--- src/rtl/ddr2_init_pkg.sv ---
package ddr2_init_pkg;

  typedef enum logic [3:0] {
    CMD_NONE,
    CMD_PREA,
    CMD_REF,
    CMD_EMR2,
    CMD_EMR3,
    CMD_EMR_DLL,
    CMD_MR_DLLRST,
    CMD_MR_OP,
    CMD_EMR_OCD,
    CMD_EMR_EXIT
  } cmdSel_e;

  typedef struct packed {
    cmdSel_e cmd;
    logic    loadCkeWait;
    logic    loadPostWait;
    logic    ckeOn;
  } seqStrobe_t;

  typedef enum logic [3:0] {
    ST_IDLE,
    ST_CKE_LOW,
    ST_PRE_A,
    ST_EMR2,
    ST_EMR3,
    ST_EMR_DLL,
    ST_MR_RST,
    ST_PRE_B,
    ST_REF,
    ST_MR_OP,
    ST_EMR_OCD,
    ST_EMR_EXIT,
    ST_DLL_WAIT,
    ST_DONE
  } seqState_e;

endpackage

--- src/rtl/ddr2_init_ctrl.sv ---
module ddr2_init_ctrl
  import ddr2_init_pkg::*;
#(
  parameter int NUM_REF = 2
) (
  input  logic       clk,
  input  logic       rst,
  input  logic       pwrStable,
  input  logic       waitZero,
  input  logic       dllDone,
  output seqStrobe_t strobe,
  output logic       initDone
);

  localparam int REF_W = $clog2(NUM_REF + 1);

  seqState_e        state, stateNext;
  logic [REF_W-1:0] refCnt;

  always_comb begin
    strobe     = '0;
    strobe.cmd = CMD_NONE;
    stateNext  = state;
    case (state)
      ST_IDLE: if (pwrStable) begin
        strobe.loadCkeWait = 1'b1;
        stateNext          = ST_CKE_LOW;
      end
      ST_CKE_LOW: if (waitZero) begin
        strobe.ckeOn        = 1'b1;
        strobe.loadPostWait = 1'b1;
        stateNext           = ST_PRE_A;
      end
      ST_PRE_A: if (waitZero) begin
        strobe.cmd = CMD_PREA;
        stateNext  = ST_EMR2;
      end
      ST_EMR2: if (waitZero) begin
        strobe.cmd = CMD_EMR2;
        stateNext  = ST_EMR3;
      end
      ST_EMR3: if (waitZero) begin
        strobe.cmd = CMD_EMR3;
        stateNext  = ST_EMR_DLL;
      end
      ST_EMR_DLL: if (waitZero) begin
        strobe.cmd = CMD_EMR_DLL;
        stateNext  = ST_MR_RST;
      end
      ST_MR_RST: if (waitZero) begin
        strobe.cmd = CMD_MR_DLLRST;
        stateNext  = ST_PRE_B;
      end
      ST_PRE_B: if (waitZero) begin
        strobe.cmd = CMD_PREA;
        stateNext  = ST_REF;
      end
      ST_REF: if (waitZero) begin
        strobe.cmd = CMD_REF;
        if (refCnt == REF_W'(NUM_REF - 1)) stateNext = ST_MR_OP;
      end
      ST_MR_OP: if (waitZero) begin
        strobe.cmd = CMD_MR_OP;
        stateNext  = ST_EMR_OCD;
      end
      ST_EMR_OCD: if (waitZero) begin
        strobe.cmd = CMD_EMR_OCD;
        stateNext  = ST_EMR_EXIT;
      end
      ST_EMR_EXIT: if (waitZero) begin
        strobe.cmd = CMD_EMR_EXIT;
        stateNext  = ST_DLL_WAIT;
      end
      ST_DLL_WAIT: if (waitZero && dllDone) stateNext = ST_DONE;
      default: ;
    endcase
  end

  always_ff @(posedge clk) begin
    if (rst) begin
      state  <= ST_IDLE;
      refCnt <= '0;
    end else begin
      state <= stateNext;
      if (strobe.cmd == CMD_REF) refCnt <= refCnt + 1'b1;
    end
  end

  assign initDone = (state == ST_DONE);

  // the operating-mode write is reached only after every refresh went out
  assert_ref_count_R7: assert property (@(posedge clk) disable iff (rst)
    (state == ST_MR_OP) |-> (refCnt == REF_W'(NUM_REF)));

endmodule

--- src/rtl/ddr2_init_datapath.sv ---
module ddr2_init_datapath
  import ddr2_init_pkg::*;
#(
  parameter int ADDR_W   = 14,
  parameter int BA_W     = 3,
  parameter int CKE_WAIT = 50000,
  parameter int POST_CKE = 100,
  parameter int DLL_LOCK = 200,
  parameter int T_MRD    = 2,
  parameter int T_RP     = 4,
  parameter int T_RFC    = 32
) (
  input  logic              clk,
  input  logic              rst,
  input  seqStrobe_t        strobe,
  input  logic [ADDR_W-1:0] modeCfg,
  input  logic [ADDR_W-1:0] extModeCfg,
  output logic              cke,
  output logic              csN,
  output logic              rasN,
  output logic              casN,
  output logic              weN,
  output logic [BA_W-1:0]   ba,
  output logic [ADDR_W-1:0] addr,
  output logic              waitZero,
  output logic              dllDone
);

  localparam int MAX_A    = (CKE_WAIT > POST_CKE) ? CKE_WAIT : POST_CKE;
  localparam int MAX_B    = (T_RFC > T_RP) ? T_RFC : T_RP;
  localparam int MAX_C    = (MAX_B > T_MRD) ? MAX_B : T_MRD;
  localparam int MAX_WAIT = (MAX_A > MAX_C) ? MAX_A : MAX_C;
  localparam int WAIT_W   = $clog2(MAX_WAIT + 1);
  localparam int DLL_W    = $clog2(DLL_LOCK + 1);
  localparam int BIT_DLL_OFF  = 0;
  localparam int BIT_DLL_RST  = 8;
  localparam int BIT_ALL_BANK = 10;
  localparam int OCD_LO       = 7;
  localparam int OCD_HI       = 9;

  logic [WAIT_W-1:0] waitCnt;
  logic [DLL_W-1:0]  dllCnt;
  logic              dllRun;

  // next command pin values
  logic [2:0]        rcwNext;
  logic [BA_W-1:0]   baNext;
  logic [ADDR_W-1:0] addrNext, emrBase;
  logic              gapLoad;
  logic [WAIT_W-1:0] gapVal;

  always_comb begin
    emrBase                 = extModeCfg;
    emrBase[BIT_DLL_OFF]    = 1'b0;
    emrBase[OCD_HI:OCD_LO]  = '0;
    rcwNext  = 3'b111;
    baNext   = '0;
    addrNext = '0;
    case (strobe.cmd)
      CMD_PREA: begin
        rcwNext                = 3'b010;
        addrNext[BIT_ALL_BANK] = 1'b1;
      end
      CMD_REF:  rcwNext = 3'b001;
      CMD_EMR2: begin
        rcwNext = 3'b000;
        baNext  = BA_W'(2);
      end
      CMD_EMR3: begin
        rcwNext = 3'b000;
        baNext  = BA_W'(3);
      end
      CMD_EMR_DLL, CMD_EMR_EXIT: begin
        rcwNext  = 3'b000;
        baNext   = BA_W'(1);
        addrNext = emrBase;
      end
      CMD_EMR_OCD: begin
        rcwNext                 = 3'b000;
        baNext                  = BA_W'(1);
        addrNext                = emrBase;
        addrNext[OCD_HI:OCD_LO] = '1;
      end
      CMD_MR_DLLRST: begin
        rcwNext               = 3'b000;
        addrNext              = modeCfg;
        addrNext[BIT_DLL_RST] = 1'b1;
      end
      CMD_MR_OP: begin
        rcwNext               = 3'b000;
        addrNext              = modeCfg;
        addrNext[BIT_DLL_RST] = 1'b0;
      end
      default: ;
    endcase
  end

  always_comb begin
    gapLoad = 1'b1;
    gapVal  = '0;
    if (strobe.loadCkeWait)       gapVal = WAIT_W'(CKE_WAIT - 1);
    else if (strobe.loadPostWait) gapVal = WAIT_W'(POST_CKE - 1);
    else begin
      case (strobe.cmd)
        CMD_NONE: gapLoad = 1'b0;
        CMD_PREA: gapVal  = WAIT_W'(T_RP - 1);
        CMD_REF:  gapVal  = WAIT_W'(T_RFC - 1);
        default:  gapVal  = WAIT_W'(T_MRD - 1);
      endcase
    end
  end

  always_ff @(posedge clk) begin
    if (rst) begin
      cke                <= 1'b0;
      csN                <= 1'b1;
      {rasN, casN, weN}  <= 3'b111;
      ba                 <= '0;
      addr               <= '0;
      waitCnt            <= '0;
      dllCnt             <= '0;
      dllRun             <= 1'b0;
    end else begin
      if (strobe.ckeOn) cke <= 1'b1;
      csN               <= 1'b0;
      {rasN, casN, weN} <= rcwNext;
      ba                <= baNext;
      addr              <= addrNext;
      if (gapLoad)             waitCnt <= gapVal;
      else if (waitCnt != '0)  waitCnt <= waitCnt - 1'b1;
      if (strobe.cmd == CMD_MR_DLLRST) begin
        dllCnt <= DLL_W'(DLL_LOCK - 1);
        dllRun <= 1'b1;
      end else if (dllRun && dllCnt != '0) begin
        dllCnt <= dllCnt - 1'b1;
      end
    end
  end

  assign waitZero = (waitCnt == '0);
  assign dllDone  = dllRun && (dllCnt == '0);

  // clock enable never drops once raised
  assert_cke_hold_R2: assert property (@(posedge clk) disable iff (rst)
    cke |=> cke);

  // no real command while the clock enable is still low
  assert_cmd_needs_cke_R4: assert property (@(posedge clk) disable iff (rst)
    !(rasN && casN && weN) |-> cke);

  // spacing between commands seen at the pins, counted by a checker counter
  logic [WAIT_W:0] sinceCmd, needGap;
  always_ff @(posedge clk) begin
    if (rst) begin
      sinceCmd <= '0;
      needGap  <= '0;
    end else if (!csN && !(rasN && casN && weN)) begin
      assert_spacing_R10: assert (sinceCmd >= needGap);
      sinceCmd <= (WAIT_W + 1)'(1);
      if (!rasN && casN)      needGap <= (WAIT_W + 1)'(T_RP);
      else if (!casN && weN)  needGap <= (WAIT_W + 1)'(T_RFC);
      else                    needGap <= (WAIT_W + 1)'(T_MRD);
    end else if (sinceCmd != '1) begin
      sinceCmd <= sinceCmd + 1'b1;
    end
  end

endmodule

--- src/rtl/ddr2_init_seq.sv ---
module ddr2_init_seq
  import ddr2_init_pkg::*;
#(
  parameter int ADDR_W   = 14,
  parameter int BA_W     = 3,
  parameter int CKE_WAIT = 50000,
  parameter int POST_CKE = 100,
  parameter int DLL_LOCK = 200,
  parameter int T_MRD    = 2,
  parameter int T_RP     = 4,
  parameter int T_RFC    = 32,
  parameter int NUM_REF  = 2
) (
  input  logic              clk,
  input  logic              rst,
  input  logic              pwrStable,
  input  logic [ADDR_W-1:0] modeCfg,
  input  logic [ADDR_W-1:0] extModeCfg,
  output logic              cke,
  output logic              odt,
  output logic              csN,
  output logic              rasN,
  output logic              casN,
  output logic              weN,
  output logic [BA_W-1:0]   ba,
  output logic [ADDR_W-1:0] addr,
  output logic              initDone
);

  seqStrobe_t strobe;
  logic       waitZero;
  logic       dllDone;

  ddr2_init_ctrl #(.NUM_REF(NUM_REF)) uCtrl (
    .clk(clk), .rst(rst), .pwrStable(pwrStable),
    .waitZero(waitZero), .dllDone(dllDone),
    .strobe(strobe), .initDone(initDone)
  );

  ddr2_init_datapath #(
    .ADDR_W(ADDR_W), .BA_W(BA_W), .CKE_WAIT(CKE_WAIT), .POST_CKE(POST_CKE),
    .DLL_LOCK(DLL_LOCK), .T_MRD(T_MRD), .T_RP(T_RP), .T_RFC(T_RFC)
  ) uPath (
    .clk(clk), .rst(rst), .strobe(strobe),
    .modeCfg(modeCfg), .extModeCfg(extModeCfg),
    .cke(cke), .csN(csN), .rasN(rasN), .casN(casN), .weN(weN),
    .ba(ba), .addr(addr), .waitZero(waitZero), .dllDone(dllDone)
  );

  assign odt = 1'b0;

  // done only once the lock window counted in the datapath has expired
  assert_done_after_dll_R11: assert property (@(posedge clk) disable iff (rst)
    initDone |-> dllDone);

  // done is sticky
  assert_done_sticky_R11: assert property (@(posedge clk) disable iff (rst)
    initDone |=> initDone);

endmodule

--- config.mk ---
export PLATFORM = sky130hd
export DESIGN_NAME = ddr2_init_seq
export DESIGN_NICKNAME = d
export VERILOG_FILES = /design/src/rtl/ddr2_init_pkg.sv /design/src/rtl/ddr2_init_ctrl.sv /design/src/rtl/ddr2_init_datapath.sv /design/src/rtl/ddr2_init_seq.sv
export SDC_FILE = /design/constraint.sdc
export NUM_CORES = 1
export LEC_CHECK = 0
export ABC_AREA = 1
export BUFFER_PORTS_ARGS = -buffer_cell sky130_fd_sc_hd__buf_2
export CAP_MARGIN = 20
export CORE_MARGIN = 4
export CORE_UTILIZATION = 59
export CTS_CLUSTER_DIAMETER = 30
export DETAILED_ROUTE_END_ITERATION = 10
export PLACE_DENSITY_LB_ADDON = 0.08
export SETUP_SLACK_MARGIN = 0.05
export SYNTH_ARGS = -nofsm -noshare
export SYNTH_HDL_FRONTEND = slang
export SYNTH_SLANG_ARGS = --single-unit
--- constraint.sdc ---
create_clock -name clk -period 4.1 [get_ports clk]
set_input_delay 0 -clock clk [delete_from_list [all_inputs] [get_ports clk]]
set_output_delay 0 -clock clk [all_outputs]
set_load 0.005 [all_outputs]
### After elaboration in Yosys (flattened, before gate mapping)

Cells that the tools add are included.
W data, S select, Z words.

| word-level totals | value |
|---|---|
| register bits after elaboration | 53 |
| latch bits | 0 |
| RAM bits | 0 |
| memory bits (read-only) | 0 |
| bits of input ports | 31 |
| output and inout port bits | 24 |
| memories | 0 |

| cells by class | value |
|---|---|
| add/subtract/negate cells | 3 |
| multiply operators | 0 |
| div/mod/pow operators | 0 |
| order comparisons | 0 |
| equal/unequal tests | 37 |
| shift-type cells | 0 |
| mux-type cells | 45 |
| bitwise gates (word level) | 0 |
| reductions and logical operators | 19 |

Operators with widths:

| cell | number |
|---|---|
| $mux W16 | 4 |
| $mux W4 | 16 |
| $pmux W4 S13 | 1 |
| $pmux W10 S4 | 1 |
| $pmux W4 S9 | 1 |
| $eq A4 B3 Y1 const B | 8 |
| $eq A4 B4 Y1 const B | 8 |
| $ne A2 B1 Y1 const B | 13 |
| $eq A4 B2 Y1 const B | 4 |
| $logic_not A16 Y1 | 1 |
| $mux W8 | 2 |
| $reduce_bool A16 Y1 | 1 |
| $sub A16 B1 Y16 const B | 1 |
| $pmux W5 S3 | 1 |
| $reduce_and A15 Y1 | 1 |
| $reduce_bool A13 Y1 | 1 |
| $mux W3 | 4 |
| $pmux W3 S3 | 1 |
| $eq A4 B1 Y1 const B | 2 |
| $logic_not A4 Y1 | 2 |
| $logic_not A8 Y1 | 1 |
| $mux W2 | 4 |
| $reduce_bool A8 Y1 | 1 |
| $reduce_or A2 Y1 | 4 |
| other kinds (12) | 21 |

### Longest topological paths before layout

| depth | value |
|---|---|
| depth after elaboration | 8 |
| mapped depth | 15 |
| mapped depth without buffers | 15 |

### Hierarchy

From an unflattened synthesis, not the netlist that was laid out.

| second synthesis, totals | value |
|---|---|
| cell total of the unflattened synthesis | 414 |
| area total of the unflattened synthesis | 2805.2 µm² |

By module, submodules not included:

| module | times used | cells each | area each (µm²) |
|---|---|---|---|
| ddr2_init_datapath | 1 | 324 | 2260.9 |
| ddr2_init_ctrl | 1 | 88 | 533.0 |
| ddr2_init_seq | 1 | 2 | 11.3 |

### Worst setup path after synthesis

No wires, ideal clock.

| timing | value |
|---|---|
| path kind | reg-to-reg |
| start point | register uPath.waitCnt[0] |
| end point | register uPath.waitCnt[1] |
| library setup time | 115 ps |
| arrival time | 1613 ps |
| path slack | 2373 ps |
| cell stages (with the launch flop) | 14 |
| clock period less this slack | 1727 ps |
| path through | dfxtp_1 > inv_1 > ha_1 > nand2_2 > nor2_4 > nand2_4 > nor2_8 > nand2_2 > nand2_2 > nor2_1 > inv_1 > nand3_1 > a21boi_1 > nor2_1 |

| between the ends | value |
|---|---|
| word-level cells in the longest chain between the ends | 8 |

RTL lines:

| item | line | RTL |
|---|---|---|
| start, declared | ddr2_init_datapath.sv:41 | `logic [WAIT_W-1:0] waitCnt;` |
| start signal, assigned | ddr2_init_datapath.sv:129 | `if (gapLoad) waitCnt <= gapVal;` |
| start signal, assigned | ddr2_init_datapath.sv:130 | `else if (waitCnt != '0) waitCnt <= waitCnt - 1'b1;` |
| $logic_not A16 Y1 | ddr2_init_datapath.sv:140 | `assign waitZero = (waitCnt == '0);` |
| $mux W4 (tied with other cells) | ddr2_init_ctrl.sv:70 | `ST_EMR_EXIT: if (waitZero) begin` |
| $pmux W4 S9 | ddr2_init_ctrl.sv:24 | `case (state)` |
| $eq A4 B2 Y1 (tied with other cells) | ddr2_init_datapath.sv:104 | `case (strobe.cmd)` |
| $pmux W5 S3 or $mux W1 (tied branches) | ddr2_init_datapath.sv:104 |  |
| $mux W16 or $mux W1 (tied branches) | ddr2_init_datapath.sv:102 | `else if (strobe.loadPostWait) gapVal = WAIT_W'(POST_CKE - 1);` |
| $mux W16 or $mux W1 (tied branches) | ddr2_init_datapath.sv:101 | `if (strobe.loadCkeWait) gapVal = WAIT_W'(CKE_WAIT - 1);` |
| $mux W16 or $reduce_bool A2 Y1 (tied branches) | - |  |

Several ways; a longest one is shown, not always the timed one. The select of a mux whose other input is x is not followed.
A chain may end at the register's enable or synchronous reset.

### Worst setup path after layout

| timing | value |
|---|---|
| start point | register uPath.waitCnt[0] |
| end point | register uPath.addr[1] |

| between the ends | value |
|---|---|
| word-level cells in the longest chain between the ends | 6 |

RTL lines:

| item | line | RTL |
|---|---|---|
| $logic_not A16 Y1 * | ddr2_init_datapath.sv:140 |  |
| $mux W4 (tied with other cells) | ddr2_init_ctrl.sv:70 |  |
| $pmux W4 S9 * | ddr2_init_ctrl.sv:24 |  |
| $eq A4 B3 Y1 or $eq A4 B4 Y1 (tied branches) | ddr2_init_datapath.sv:59 | `case (strobe.cmd)` |
| $reduce_or A2 Y1 | - |  |
| $pmux W10 S4 * | ddr2_init_datapath.sv:59 |  |
| end signal, assigned | ddr2_init_datapath.sv:128 | `addr <= addrNext;` |
| end, declared | ddr2_init_datapath.sv:24 | `output logic [ADDR_W-1:0] addr,` |

Mark *: on every way between the ends. The rest lies on a longest branch, timed or not.

==> impl_metrics.toml <==
[status]
outcome = "finished clean"

[route]
ant_nets = 0
dr.pass1.iters = 4
vias = 2581
drt_iter0_drc = 150
wl_um = 6558
wire_per_inst_um = 13.04
drc = 0
viasPerCell = 5.131

[cts]
clock_latency_ns = 0.32
cts_num_sinks = 52
cts-resized-gates = 0
cts_tree = "built"
clkTransAtPathRegs_ns = 0.11
cts-root-buf = "clkbuf_8"
clockBufferDepth = 2
h-tree-depth = 2
cts_buffers = 5

[cells_and_area]
area_growth_pct = 21.80
fin_cells = 503
num_antenna_cells = 0
nFillCells = 334
drive_gt1_frac = 0.1929
final_net_count = 485

[critical_path]
rr_worst_depth = 13
crit_path_start_kind = "register"
crit_chain = "inv_1 -> ha_1 -> nand2_2 -> nor2_4 -> nand2_4 -> nor2_8 -> nand2_2 -> nand2_2 -> nand2_1 -> inv_2 -> nand2_1 -> a21oi_1 -> dlygate4sd3_1"
cp_data_required_time_ns = 4.36
critPathCapture = "uPath.addr[1]"
regToRegSetupSlack_ns = 1.45
crit_path_max_incr_delay_ns = 0.58
arrival_ns = 2.90
startpoint = "uPath.waitCnt[0]"
critPathKind = "register to register"
r2r_start = "uPath.waitCnt[0]"
critPathCaptureType = "register"
cp_slowest_cell = "dlygate4sd3_1"
path_max_fanout = 11
crit_top_cell = "nand2_2"
r2r-end = "uPath.addr[1]"

[sta]
fin_skew_ns = 0.01328
period_share = 0.6456
max_freq_mhz = 377.8
finalSetupViolCount = 0
hold_violations = 0
finalMaxSlewViolations = 0
maxSlewHeadroom = 0.6186
rsz0062_at_grt = "false"
fin_setup_tns_ns = 0
holdWs_ns = 0.03307
tightest_slew_ns = 0.5715
period_needed_ns = 2.647

[synth]
synth.distinct_cells = 38
synth_warnings = 0
avgSynthCellArea_um2 = 7.007
synth_seq_cells = 52
synth_async_sr_flop_share = 0
synth_edf_count = 0
syn_inst = 380
yosysSeqAreaShare = 0.3910
synthFlopType = "dfxtp_1"
synth_area_um2 = 2663

[power]
p_comb_frac = 0.465
p_leak_nw = 1.584
switchingPower_mw = 0.8127
p_clk_frac = 0.171
ir_drop_mv = 0.4011
p_int_mw = 1.011
switching_share = 0.4456
powerDensity_nw_per_um2 = 562.3
seqPwrFrac = 0.364

[worst_hold_path]
holdPathStages = 3
hold_path.class = "primary input to register"

[placed_design]
post-dp-hpwl_um = 4280
gp_congestion = 0.8648
dp.cells = 472
port_buffers = 47

[global_route]
grt_use_total = 0.2488
overflow = 0
grt_pass1_vias = 2472
grt_pass1_wl_um = 10820
grt_max_degree = 26
antenna_found_initial = 0

[die]
die-area_um2 = 5651
rows = 24
die_x_um = 75.18
dieHeight_um = 75.18
start_util = 0.6115
fp.coreArea_um2 = 4354
num_io_pins = 55

[job]
maxCapViolations = 0
[cell families (layout without fill, tap and decap cells)]
logic type,after synthesis,in the layout,share of synthesized area
and+or+nand+nor,186,186,0.3219
AOI/OAI and AO/OA,65,65,0.1372
buffers and inverters,61,131,0.09352
DFF,52,52,0.3910
xor gates and xnor gates,11,11,0.03619
adders and majority gates,4,4,0.01880
other,1,2,0.001408
[Yosys cell counts, types with 2 or more instances]
master	n	area [um2]
xor2_1	9	78.83
nand2_1	77	289.0
nor3_1	8	40.04
a21oi_1	35	175.2
nand4_1	4	25.02
nor3b_1	2	15.01
nor2_4	4	45.04
nor2_2	3	18.77
a211oi_1	2	15.01
o21ai_0	13	65.06
o21ai_1	5	25.02
ha_1	4	50.05
buf_4	3	22.52
nand2_2	11	68.82
dfxtp_1	52	1041
xnor2_1	2	17.52
a31oi_1	3	18.77
inv_1	46	172.7
nand3_1	13	65.06
inv_2	7	26.28
clkbuf_1	3	11.26
nor2_1	56	210.2
nand2_4	2	22.52
nand3b_1	2	15.01
[sequential cells by signal (all words and copies together), names as in the netlist]
register / count
uPath.ba: 2
uPath.dllRun: 1
uPath.rasN: 1
uPath.csN: 1
uPath.cke: 1
uPath.waitCnt: 16
uCtrl.state: 4
uCtrl.refCnt: 2
uPath.casN: 1
uPath.addr: 14
uPath.dllCnt: 8
uPath.weN: 1
[layer usage]
| metal | share of wire | wire [um] | GRT usage | up-vias |
|---|---|---|---|---|
| met5 | 0 | 0 | 0 | - |
| met4 | 0.037 | 245 | 0.1301 | 0 |
| met1 | 0.44 | 2890 | 0.3033 | 1160 |
| li1 | - | - | - | 1336 |
| met3 | 0.042 | 273 | 0.04406 | 24 |
| met2 | 0.48 | 3148 | 0.4178 | 61 |
[stage by stage]
step | power (mW) | cell area, um2 | worst slack, ns | util
2_1_floorplan | 1.345 | 2666 | 2.373 | -
3_3_place_gp | 1.477 | 2917 | 2.072 | 0.6698
3_5_place_dp | 1.495 | 2917 | 2.051 | 0.6698
4_1_cts | 1.826 | 3243 | 1.572 | 0.7448
5_1_grt | 1.974 | 3243 | 1.275 | 0.7448
6_report | 1.824 | 3243 | 1.453 | 0.7448
[layout make-up]
class | instances | area, um2 | share of cell area
Tap cell | 52 | 65.06 | 0.02006
Sequential cell | 52 | 1041 | 0.3210
Clock inverter | 3 | 27.53 | 0.008488
Clock buffer | 5 | 68.82 | 0.02122
Multi-Input combinational cell | 268 | 1376 | 0.4244
Inverter | 53 | 198.9 | 0.06134
Timing Repair Buffer | 70 | 465.4 | 0.1435
[power groups by stage]
stage | clock (mW) | sequential, mW | combinational [mW]
4_1_cts | 0.322 | 0.664 | 0.840
2_1_floorplan | 0 | 0.654 | 0.691
3_3_place_gp | 0 | 0.670 | 0.807
6_report | 0.313 | 0.664 | 0.847
3_5_place_dp | 0 | 0.674 | 0.821
5_1_grt | 0.337 | 0.676 | 0.961
[placed cells by master (no fill, tap or decap), drive strengths merged, types with 4 or more instances in the layout]
cell type / n
a21oi: 36
buf: 47
clkbuf: 5
dfxtp: 52
dlygate4sd3: 23
ha: 4
inv: 54
nand2: 90
nand3: 14
nand4: 4
nor2: 64
nor3: 8
o21ai: 19
xor2: 9
[how the worst min path moves through the flow]
stage	start	end	slack [ns]
after floorplan	rst	uPath.csN	0.03
after CTS	pwrStable	uPath.waitCnt[14]	0.02
after global routing	pwrStable	uPath.waitCnt[14]	0.05
after global placement	modeCfg[0]	uPath.addr[0]	0.25
final	pwrStable	uPath.waitCnt[14]	0.03
after detailed placement	extModeCfg[5]	uPath.addr[5]	0.25
[worst max-delay path: cells and delay by family (launching register included)]
kind | cells | cell delay (ns)
compound gates | 1 | 0.20
fa+ha+maj | 1 | 0.21
buf+inv | 3 | 0.88
flops | 1 | 0.34
simple gates | 8 | 0.94
[repair_timing]
action                                 4_1_cts  5_1_grt
buffers inserted                             0        0
hold buffers                                23        0
endpoints found under the hold margin       13        0
(Power assumes the default switching activity.)
